## config.mk

```make
export PLATFORM = sky130hd
export DESIGN_NAME = dram_refresh_seq
export DESIGN_NICKNAME = d
export VERILOG_FILES = /design/src/rtl/dram_rf_pkg.sv /design/src/rtl/rf_debt_ctr.sv /design/src/rtl/rf_cycle_gen.sv /design/src/rtl/dram_refresh_seq.sv
export SDC_FILE = /design/constraint.sdc
export NUM_CORES = 1
export LEC_CHECK = 0
export ABC_AREA = 1
export BUFFER_PORTS_ARGS = -buffer_cell sky130_fd_sc_hd__clkbuf_2
export CAP_MARGIN = 25
export CORE_ASPECT_RATIO = 1.75
export CORE_MARGIN = 2
export CORE_UTILIZATION = 56
export CTS_CLUSTER_DIAMETER = 40
export CTS_CLUSTER_SIZE = 20
export DETAILED_ROUTE_END_ITERATION = 10
export PLACE_DENSITY = 0.77
export SYNTH_ARGS = -nofsm -noshare
export SYNTH_HDL_FRONTEND = slang
export SYNTH_SLANG_ARGS = --single-unit
```

## constraint.sdc

```tcl
create_clock -name clk -period 2.8 [get_ports clk]
set_clock_uncertainty 0.1 [all_clocks]
set_input_delay 0.56 -clock clk [delete_from_list [all_inputs] [get_ports clk]]
set_output_delay 0.56 -clock clk [all_outputs]
set_load 0.01 [all_outputs]
```

## src/rtl/dram_rf_pkg.sv

```systemverilog
package dram_rf_pkg;

    typedef enum logic [2:0] {
        ST_PAUSE,
        ST_BURST,
        ST_IDLE,
        ST_ACC,
        ST_RF
    } seq_st_e;

    typedef enum logic [1:0] {
        PH_IDLE,
        PH_SETUP,
        PH_ACT,
        PH_PRE
    } ph_e;

    typedef enum logic {
        RF_CBR = 1'b0,
        RF_ROW = 1'b1
    } rf_mode_e;

    typedef struct packed {
        logic       ras_n;
        logic [1:0] cas_n;
    } strobe_t;

    // nanoseconds to clock cycles, rounded up, never below one
    function automatic int unsigned ns2cyc(int unsigned ns, int unsigned clk_ns);
        int unsigned c;
        c = (ns + clk_ns - 1) / clk_ns;
        return (c == 0) ? 1 : c;
    endfunction

    function automatic int unsigned umax(int unsigned a, int unsigned b);
        return (a > b) ? a : b;
    endfunction

endpackage

```

## src/rtl/rf_debt_ctr.sv

```systemverilog
module rf_debt_ctr
    import dram_rf_pkg::*;
#(
    parameter int unsigned T_INT  = 3125,
    parameter int unsigned ROWS   = 1024,
    parameter int unsigned URG_TH = 8,
    parameter int unsigned PW     = 11
) (
    input  logic clk,
    input  logic rst,
    input  logic dec,
    input  logic clear,
    output logic pend_nz,
    output logic urgent,
    output logic missed
);
    localparam int unsigned TW = $clog2(T_INT + 1);

    logic [TW-1:0] tick_cnt;
    logic [PW-1:0] pend;
    logic          tick;
    logic          inc;

    assign tick    = (tick_cnt == TW'(T_INT - 1));
    assign missed  = (pend == PW'(ROWS));
    assign inc     = tick && !missed;
    assign pend_nz = (pend != '0);
    assign urgent  = (pend >= PW'(URG_TH));

    always_ff @(posedge clk) begin
        if (rst) begin
            tick_cnt <= '0;
            pend     <= '0;
        end else begin
            tick_cnt <= tick ? '0 : tick_cnt + 1'b1;
            if (clear)
                pend <= '0;
            else
                pend <= pend + {{(PW-1){1'b0}}, inc} - {{(PW-1){1'b0}}, dec};
        end
    end

    p_pend_bound_r6: assert property (@(posedge clk) disable iff (rst)
        pend <= PW'(ROWS));

    p_dec_has_debt_r6: assert property (@(posedge clk) disable iff (rst)
        (dec && !clear) |-> pend_nz);

endmodule

```

## src/rtl/rf_cycle_gen.sv

```systemverilog
module rf_cycle_gen
    import dram_rf_pkg::*;
#(
    parameter int unsigned ADDR_W   = 10,
    parameter int unsigned T_SU_CBR = 1,
    parameter int unsigned T_ACT    = 10,
    parameter int unsigned T_RP     = 6
) (
    input  logic              clk,
    input  logic              rst,
    input  logic              start,
    input  rf_mode_e          mode,
    output strobe_t           strb,
    output logic [ADDR_W-1:0] addr,
    output logic              busy,
    output logic              done
);
    localparam int unsigned MAXC = umax(umax(T_SU_CBR, T_ACT), T_RP);
    localparam int unsigned CW   = $clog2(MAXC + 1);

    ph_e               ph;
    logic [CW-1:0]     cnt;
    rf_mode_e          mode_q;
    logic [ADDR_W-1:0] row;
    logic              drive;

    always_ff @(posedge clk) begin
        if (rst) begin
            ph     <= PH_IDLE;
            cnt    <= '0;
            mode_q <= RF_CBR;
            row    <= '0;
        end else begin
            unique case (ph)
                PH_IDLE: if (start) begin
                    ph     <= PH_SETUP;
                    mode_q <= mode;
                    cnt    <= (mode == RF_CBR) ? CW'(T_SU_CBR - 1) : '0;
                end
                PH_SETUP: if (cnt == '0) begin
                    ph  <= PH_ACT;
                    cnt <= CW'(T_ACT - 1);
                end else cnt <= cnt - 1'b1;
                PH_ACT: if (cnt == '0) begin
                    ph  <= PH_PRE;
                    cnt <= CW'(T_RP - 1);
                end else cnt <= cnt - 1'b1;
                PH_PRE: if (cnt == '0) begin
                    ph <= PH_IDLE;
                    if (mode_q == RF_ROW) row <= row + 1'b1;
                end else cnt <= cnt - 1'b1;
                default: ph <= PH_IDLE;
            endcase
        end
    end

    assign drive      = (ph == PH_SETUP) || (ph == PH_ACT);
    assign busy       = (ph != PH_IDLE);
    assign done       = (ph == PH_PRE) && (cnt == '0);
    assign strb.ras_n = (ph != PH_ACT);
    assign strb.cas_n = (drive && mode_q == RF_CBR) ? 2'b00 : 2'b11;
    assign addr       = (drive && mode_q == RF_ROW) ? row : '0;

    // run-length counters that exist only for the timing checks
    logic [CW-1:0] low_run;
    logic [CW-1:0] high_run;
    always_ff @(posedge clk) begin
        if (rst) begin
            low_run  <= '0;
            high_run <= CW'(T_RP);
        end else begin
            low_run  <= strb.ras_n ? '0 : ((low_run == CW'(MAXC)) ? low_run : low_run + 1'b1);
            high_run <= !strb.ras_n ? '0 : ((high_run == CW'(MAXC)) ? high_run : high_run + 1'b1);
        end
    end

    p_ras_low_min_r3: assert property (@(posedge clk) disable iff (rst)
        $rose(strb.ras_n) |-> (low_run >= CW'(T_ACT)));

    p_prech_min_r3: assert property (@(posedge clk) disable iff (rst)
        $fell(strb.ras_n) |-> (high_run >= CW'(T_RP)));

    p_cbr_lead_r4: assert property (@(posedge clk) disable iff (rst)
        ($fell(strb.ras_n) && mode_q == RF_CBR) |-> ($past(strb.cas_n) == 2'b00));

    p_row_cas_high_r5: assert property (@(posedge clk) disable iff (rst)
        (!strb.ras_n && mode_q == RF_ROW) |-> (strb.cas_n == 2'b11));

endmodule

```

## src/rtl/dram_refresh_seq.sv

```systemverilog
module dram_refresh_seq
    import dram_rf_pkg::*;
#(
    parameter int unsigned CLK_NS    = 5,
    parameter int unsigned ADDR_W    = 10,
    parameter int unsigned WINDOW_NS = 16_000_000,
    parameter int unsigned WAKE_NS   = 200_000,
    parameter int unsigned WAKE_CNT  = 8,
    parameter int unsigned RAS_NS    = 50,
    parameter int unsigned RP_NS     = 30,
    parameter int unsigned CSR_NS    = 5,
    parameter int unsigned CHR_NS    = 8,
    parameter int unsigned URG_TH    = 8
) (
    input  logic              clk,
    input  logic              rst,
    input  logic              rf_mode,
    input  logic              acc_req,
    output logic              acc_gnt,
    output logic              ras_n,
    output logic [1:0]        cas_n,
    output logic [ADDR_W-1:0] row_addr,
    output logic              ready,
    output logic              urgent
);
    localparam int unsigned ROWS   = 1 << ADDR_W;
    localparam int unsigned PW     = ADDR_W + 1;
    localparam int unsigned C_RAS  = ns2cyc(RAS_NS, CLK_NS);
    localparam int unsigned C_CHR  = ns2cyc(CHR_NS, CLK_NS);
    localparam int unsigned C_ACT  = umax(C_RAS, C_CHR);
    localparam int unsigned C_RP   = ns2cyc(RP_NS, CLK_NS);
    localparam int unsigned C_CSR  = ns2cyc(CSR_NS, CLK_NS);
    localparam int unsigned C_WAKE = ns2cyc(WAKE_NS, CLK_NS);
    localparam int unsigned C_INT  = ns2cyc(WINDOW_NS / ROWS, CLK_NS);
    localparam int unsigned WW     = $clog2(C_WAKE + 1);
    localparam int unsigned BW     = $clog2(WAKE_CNT + 1);

    seq_st_e       st;
    logic [WW-1:0] wait_cnt;
    logic [BW-1:0] left;
    logic          busy, done, start, clear, dec;
    logic          pend_nz, missed, take_rf;
    strobe_t       strb;

    rf_debt_ctr #(.T_INT(C_INT), .ROWS(ROWS), .URG_TH(URG_TH), .PW(PW)) i_debt (
        .clk(clk), .rst(rst), .dec(dec), .clear(clear),
        .pend_nz(pend_nz), .urgent(urgent), .missed(missed)
    );

    rf_cycle_gen #(.ADDR_W(ADDR_W), .T_SU_CBR(C_CSR), .T_ACT(C_ACT), .T_RP(C_RP)) i_gen (
        .clk(clk), .rst(rst), .start(start), .mode(rf_mode_e'(rf_mode)),
        .strb(strb), .addr(row_addr), .busy(busy), .done(done)
    );

    assign take_rf = urgent || (pend_nz && !acc_req);
    assign start   = ((st == ST_BURST) && !busy && (left != '0))
                  || ((st == ST_IDLE) && !missed && take_rf);
    assign clear   = (st == ST_BURST) && !busy && (left == '0);
    assign dec     = (st == ST_RF) && done;

    always_ff @(posedge clk) begin
        if (rst) begin
            st       <= ST_PAUSE;
            wait_cnt <= WW'(C_WAKE - 1);
            left     <= '0;
        end else begin
            unique case (st)
                ST_PAUSE: if (wait_cnt == '0) begin
                    st   <= ST_BURST;
                    left <= BW'(WAKE_CNT);
                end else wait_cnt <= wait_cnt - 1'b1;
                ST_BURST: begin
                    if (clear) st <= ST_IDLE;
                    if (done) left <= left - 1'b1;
                end
                ST_IDLE: begin
                    if (missed) begin
                        st   <= ST_BURST;
                        left <= BW'(WAKE_CNT);
                    end else if (take_rf) st <= ST_RF;
                    else if (acc_req)     st <= ST_ACC;
                end
                ST_RF:  if (done) st <= ST_IDLE;
                ST_ACC: if (!acc_req) st <= ST_IDLE;
                default: st <= ST_IDLE;
            endcase
        end
    end

    assign acc_gnt = (st == ST_ACC);
    assign ready   = (st == ST_IDLE) || (st == ST_ACC) || (st == ST_RF);
    assign ras_n   = strb.ras_n;
    assign cas_n   = strb.cas_n;

    p_gnt_quiet_r8: assert property (@(posedge clk) disable iff (rst)
        acc_gnt |-> (ras_n && cas_n == 2'b11));

    p_urgent_wins_r7: assert property (@(posedge clk) disable iff (rst)
        (st == ST_IDLE && urgent && !missed) |=> (st == ST_RF && !acc_gnt));

    p_start_when_free_r3: assert property (@(posedge clk) disable iff (rst)
        start |-> !busy);

    p_miss_rewake_r9: assert property (@(posedge clk) disable iff (rst)
        (st == ST_IDLE && missed) |=> !ready);

endmodule

```

Word level (Yosys, flattened, before mapping) --
Cells that the tools add are included.
Word-level totals: flip-flop bits (word level) 63, input port bits 4, output and inout port bits 16, word-level logic and storage cells 102
Operators by class: add/subtract/negate cells 7, $lt $le $gt $ge 1, eq/ne operators 22, mux-type cells 24, bitwise operators 2, reductions and logical operators 37
Operator list (count):
- $mux W4 | 7
- $mux W3 | 7
- $logic_not A16 Y1 | 1
- $pmux W4 S4 | 1
- $sub A16 B1 Y16 const B | 1
- $pmux W3 S5 | 1
- $ne A2 B2 Y1 const B | 7
- $add A12 B1 Y12 const B | 1
- $eq A12 B12 Y1 const B | 1
- $pmux W4 S3 | 1
- $add A11 B1 Y11 | 1
- $eq A11 B11 Y1 const B | 1
- $ge A11 B4 Y1 const B | 1
- $logic_and A1 B1 Y1 | 11
- $reduce_bool A11 Y1 | 1
- $sub A11 B1 Y11 | 1
- $add A10 B1 Y10 const B | 1
- $mux W10 | 1
- $mux W2 | 5
- $ne A2 B1 Y1 const B | 5
- $logic_not A4 Y1 | 2
- $pmux W2 S4 | 1
- $reduce_and A4 Y1 | 2
- $sub A4 B1 Y4 const B | 2
- 18 further kinds | 30

Longest topological paths before layout --
depth in word-level cells 7, mapped depth 19, depth with buffers taken out 19

Hierarchy --
From an unflattened synthesis, not the netlist that was laid out.
Unflattened totals: cells, all modules 590, area, all modules 4045.1 µm²
Modules (own cells, without submodules):
- rf_debt_ctr | times used 1, cells each 213, area each 1565.3 µm², seq. area each 460.4 µm²
- dram_refresh_seq | times used 1, cells each 217, area each 1436.4 µm², seq. area each 460.4 µm²
- rf_cycle_gen | times used 1, cells each 160, area each 1043.5 µm², seq. area each 340.3 µm²

Least setup slack after synthesis --
Ideal clock, no wire load.
path type flip-flop to flip-flop, from reg i_gen.cnt[0], to reg i_debt.pend[8], setup time 0.070 ns, data arrival time 2.447 ns, required time 2.630 ns, setup slack 0.183 ns, cell stages (with the launch flop) 17, buffers on the path 0, clock period less this slack 2.617 ns, cell sequence dfxtp_1 > inv_1 > ha_1 > nand2_2 > nor2_8 > nand2_4 > nor2_1 > ha_1 > inv_1 > ha_1 > inv_1 > fa_1 > o31ai_1 > nand4_1 > nand2_1 > nand2_1 > a21oi_1
Between the ends: word-level cells in the longest chain between the ends 4
RTL lines:
- start, declared | line rf_cycle_gen.sv:22 | logic [CW-1:0] cnt;
- start signal, assigned | line rf_cycle_gen.sv:38 | cnt <= (mode == RF_CBR) ? CW'(T_SU_CBR - 1) : '0;
- start signal, assigned | line rf_cycle_gen.sv:42 | cnt <= CW'(T_ACT - 1);
- start signal, assigned | line rf_cycle_gen.sv:43 | end else cnt <= cnt - 1'b1;
- $logic_not A4 Y1 | line rf_cycle_gen.sv:59 | assign done = (ph == PH_PRE) && (cnt == '0);
- $logic_and A1 B1 Y1 | line rf_cycle_gen.sv:59
- $logic_and A1 B1 Y1 | line dram_refresh_seq.sv:59 | assign dec = (st == ST_RF) && done;
- $sub A11 B1 Y11 | line rf_debt_ctr.sv:39 | pend <= pend + {{(PW-1){1'b0}}, inc} - {{(PW-1){1'b0}}, dec};
- end signal, assigned | line rf_debt_ctr.sv:39
- end, declared | line rf_debt_ctr.sv:20 | logic [PW-1:0] pend;
Every way passes these cells. A chain may end at the register's enable or synchronous reset.

Final worst setup path --
from reg i_gen.cnt[1], to reg i_debt.pend[8]
The elaborated chain is that of the path after synthesis.

==> results <==
- The worst path meets setup with approximately 0.21 ns of slack.
- At the placement stage, the worst setup path has a slack of -0.00129 ns.
- The family of cells with the greatest summed delay on the critical path is adder cells.
- In the final timing run, aggregate negative setup slack is 0 ns.
- After synthesis the netlist holds a flip-flop and latch count of 63.
- The area growth from synthesis to layout is 15.2%.
- The critical path goes through inv_1 > ha_4 > nand2_2 > nor2_8 > nand2_4 > nor2_2 > ha_1 > inv_1 > ha_1 > inv_1 > fa_2 > o31ai_4 > nand4_1 > nand2_1 > nand2_1 > a21oi_1.
- The CTS tree is yes.
- The area of the multi-input gates is ~2300 um^2.
- Detailed placement ended at an HPWL of between 6000 and 7000 um.
- The cell that appears most often on the critical path is sky130_fd_sc_hd__inv_1.
- The die area is between 7000 and 8000 um^2.
- The library cell contributing the largest single delay on the critical path is sky130_fd_sc_hd__fa_2.
- The nature of the critical path startpoint is a flop.
- The total global routing overflow is 0.
- The effective utilization at floorplan is 0.574.
- The met2 capacity usage during global routing is 0.468.
- The instance count of the mapped netlist is 561.
- The maximum root-to-sink buffer count is 2.
- The routability-driven placement congestion ratio is a little under 0.9.
- met2 is the most crowded layer.
- The instance count after placement with tap cells included is around 660.
- The placed standard-cell area is around 4100 um^2.
- The filler-free cell count of the finished design is 679.
- Dividing the detail-routed wire length by the instance count gives 12.7 um.
- The count of pins over their slew limit is 0.
- The static leakage power is between 0.0015 and 0.002 uW.
- The worst endpoint required time is 2.97 ns.
- The detailed router's first-iteration violation count is ~200.
- The number of H-tree branching levels is 3.
- Setup violations remaining at the end of the flow were counted as 0.
- The slew at the pin closest to its max-slew limit is about 0.55 ns.
- The mapped netlist covers around 3900 um^2.
- In the global route stage, met1 resource usage came out at 0.217.
- Entering global routing, the biggest net connects 19 pins.
- The run finished with clean final reports.
- Measured against its own limit, the worst slew margin works out to 0.630.
- The net count of the finished layout is around 630.
- The met3 routing resource usage after global routing is 0.0531.
- The hold violation count in the final report is 0.
- The area used by sequential logic in the layout is between 1000 and 1500 um^2.
- The post-synthesis net count is ~600.
- The synthesized-area fraction occupied by ao, oa, aoi and oai cells is 0.115.
- The multiplexer area fraction after synthesis is 0.
- Of the total synthesized cell area, the portion taken by AND, OR, NAND and NOR gates is 0.340.
- Derived from the worst setup path, the maximum achievable clock frequency is 0.386 GHz.
- Of all nets on the critical path, the largest fanout is 4.
- The largest family of logic cells by synthesized area is simple AND/OR/NAND/NOR gates.
- In this run, post-CTS hold repair placed 0 buffers.
- For this run, the register share of the synthesized area comes to 0.323.
- After clock tree synthesis, the clock-pin slew on the worst setup and hold paths is 0.05 ns.
- The later-pin clock latency in the skew report is 0.33 ns.
- After floorplanning, the core was divided into 40 placement rows.
- The count of antenna-violating nets left after detailed routing is 0.
- The fraction of final layout cells with drive strength greater than 1 is 0.143.
- The first-pass GRT wire length is roughly 14000 um.
- The filler cell count in the final layout is between 600 and 700.
- The count of port buffers added during placement is 19.
- The detailed-route DRC error count is 0.
- The floorplan step set the die height to roughly 110 um.
- The overall global routing resource usage is 0.243.
- The number of antenna violations at the first check in global routing is 0.
- The data arrival at the endpoint of the critical path is between 2 and 3 ns.
- The master cell of the clock root buffer is sky130_fd_sc_hd__clkbuf_16.
- Leaving out fill and tap cells, the most frequent cells in the layout are 89 x sky130_fd_sc_hd__inv_1, 88 x sky130_fd_sc_hd__nand2_1, 70 x sky130_fd_sc_hd__nor2_1, 63 x sky130_fd_sc_hd__dfxtp_1, 42 x sky130_fd_sc_hd__a21oi_1.
- The class of the most critical setup path is flop to flop.
- Using the TritonRoute via totals, the vias-per-cell ratio works out to around 5.4.
- The total wire length is 8620 um.
- During synthesis, Yosys emitted a total of 0 warnings.
- The number of clock sinks is between 60 and 70.
- The final core area utilization is 0.661.
- The width of the chip is ~67 um.
- The library cell used most frequently in the layout, excluding fill and tap cells, is sky130_fd_sc_hd__inv_1.
- Across all layers, the routed design uses approximately 3700 vias.
- Averaged over all synthesized cells, the footprint is approximately 7 um^2.
- The post-synthesis adder-cell area fraction is 0.104.
- The peak supply drop is 0.000469 V.
- The worst setup path is captured at a flop.
- Of the available clock period, the critical path in the final layout requires 0.925.
- 0 antenna diodes ended up in the layout.
- TritonCTS created 9 clock buffers.
- Of the total synthesized cell area, the portion taken by XOR and XNOR cells is 0.0135.
- The worst hold-check path type is flop to flop.
- The cell area power density is between 800 and 900 nW/um^2.
- The first detailed-routing pass took 5 iterations.
- The number of buffers and inverters on the critical path is 3.
- The delay of the slowest cell on the worst path is between 0.3 and 0.4 ns.
- The via count of the first global-routing pass is approximately 3500.
- Subtracting the final worst setup slack from the clock period gives between 2 and 3 ns.
- The total of max-cap violations is 0.
- The floorplan step defined a core boundary enclosing 6810 um^2.
- The number of unique standard cell types used by synthesis is 44.
- The post-route standard cell area excluding fillers is ~4500 um^2.
- 20 I/O pins were placed.
sequential cells by signal (all words and copies together) (netlist names):
register,count
i_debt.tick_cnt,12
left,4
i_gen.row,10
i_gen.mode_q,1
st,3
i_debt.pend,11
i_gen.cnt,4
wait_cnt,16
i_gen.ph,2
cells in the mapped netlist (all sizes together):
library cell  instances  area share
buf                   4      0.0074
xor2                  4      0.0090
o21ai                25       0.033
nor2                 82       0.093
nand4                13       0.021
o31ai                 3      0.0058
inv                  96       0.093
and2                  2      0.0038
fa                    1      0.0051
a31oi                 3      0.0048
a211oi                2      0.0038
nand3                44       0.065
nand3b                1      0.0019
clkinv                1     0.00096
nand2                99        0.11
ha                   31       0.099
clkbuf                4      0.0038
a21oi                42       0.054
or2                   4      0.0064
dfxtp                63        0.32
o21a                  3      0.0058
and3                  1      0.0016
nor3b                 3      0.0058
nor4                  2      0.0032
xnor2                 2      0.0045
nor3                 22       0.032
o21bai                4      0.0077
per-layer routing:
layer  up-vias  share of wire
li1       1877              -
met1      1680           0.36
met2        73           0.57
met3        33          0.029
met4         0          0.042
met5         -              0
kinds of logic after synthesis:
logic type,count (synthesis)
buffers and inverters,105
AOI/OAI and AO/OA,82
DFF,63
and+or+nand+nor,273
adders and majority gates,32
xor gates and xnor gates,6
layout make-up:
cell class / count / share of cell area
sequential: 63 / 0.280
timing repair buffer: 27 / 0.0345
multi-input combinational: 393 / 0.503
clock inverter: 3 / 0.0200
clock buffer: 12 / 0.0570
tap: 84 / 0.0234
inverter: 97 / 0.0815
what timing repair did:
item | CTS | global route
resized for setup | 1 | 5
endpoints found under the setup margin | 1 | 6
hold endpoints to repair | 0 | 0
pin swaps | 0 | 4
gates cloned | 0 | 0
buffers inserted | 0 | 2
worst paths after layout:
kind | start | to | slack [ns] | cells after the start
max | i_gen.cnt[1]$_SDFFE_PP0P_ | i_debt.pend[8]$_SDFF_PP0_ | 0.21 | 16
min | i_debt.tick_cnt[0]$_SDFF_PP0_ | i_debt.tick_cnt[0]$_SDFF_PP0_ | 0.36 | 1
max reg2reg | i_gen.cnt[1]$_SDFFE_PP0P_ | i_debt.pend[8]$_SDFF_PP0_ | 0.21 | 16
min reg2reg | i_debt.tick_cnt[0]$_SDFF_PP0_ | i_debt.tick_cnt[0]$_SDFF_PP0_ | 0.36 | 1
power by group:
group          switching, uW  leakage (uW)  internal [uW]
clock                    391      0.000169            912
sequential              79.8      0.000511            996
combinational            813       0.00123            453
metrics by stage:
stage	total power [uW]	hold slack, ns
after floorplan	2080	0.330
final	3640	0.359
after global placement	2280	0.344
after global routing	3850	0.380
after CTS	3640	0.366
after detailed placement	2310	0.356
Power figures use the tool's default switching activity.
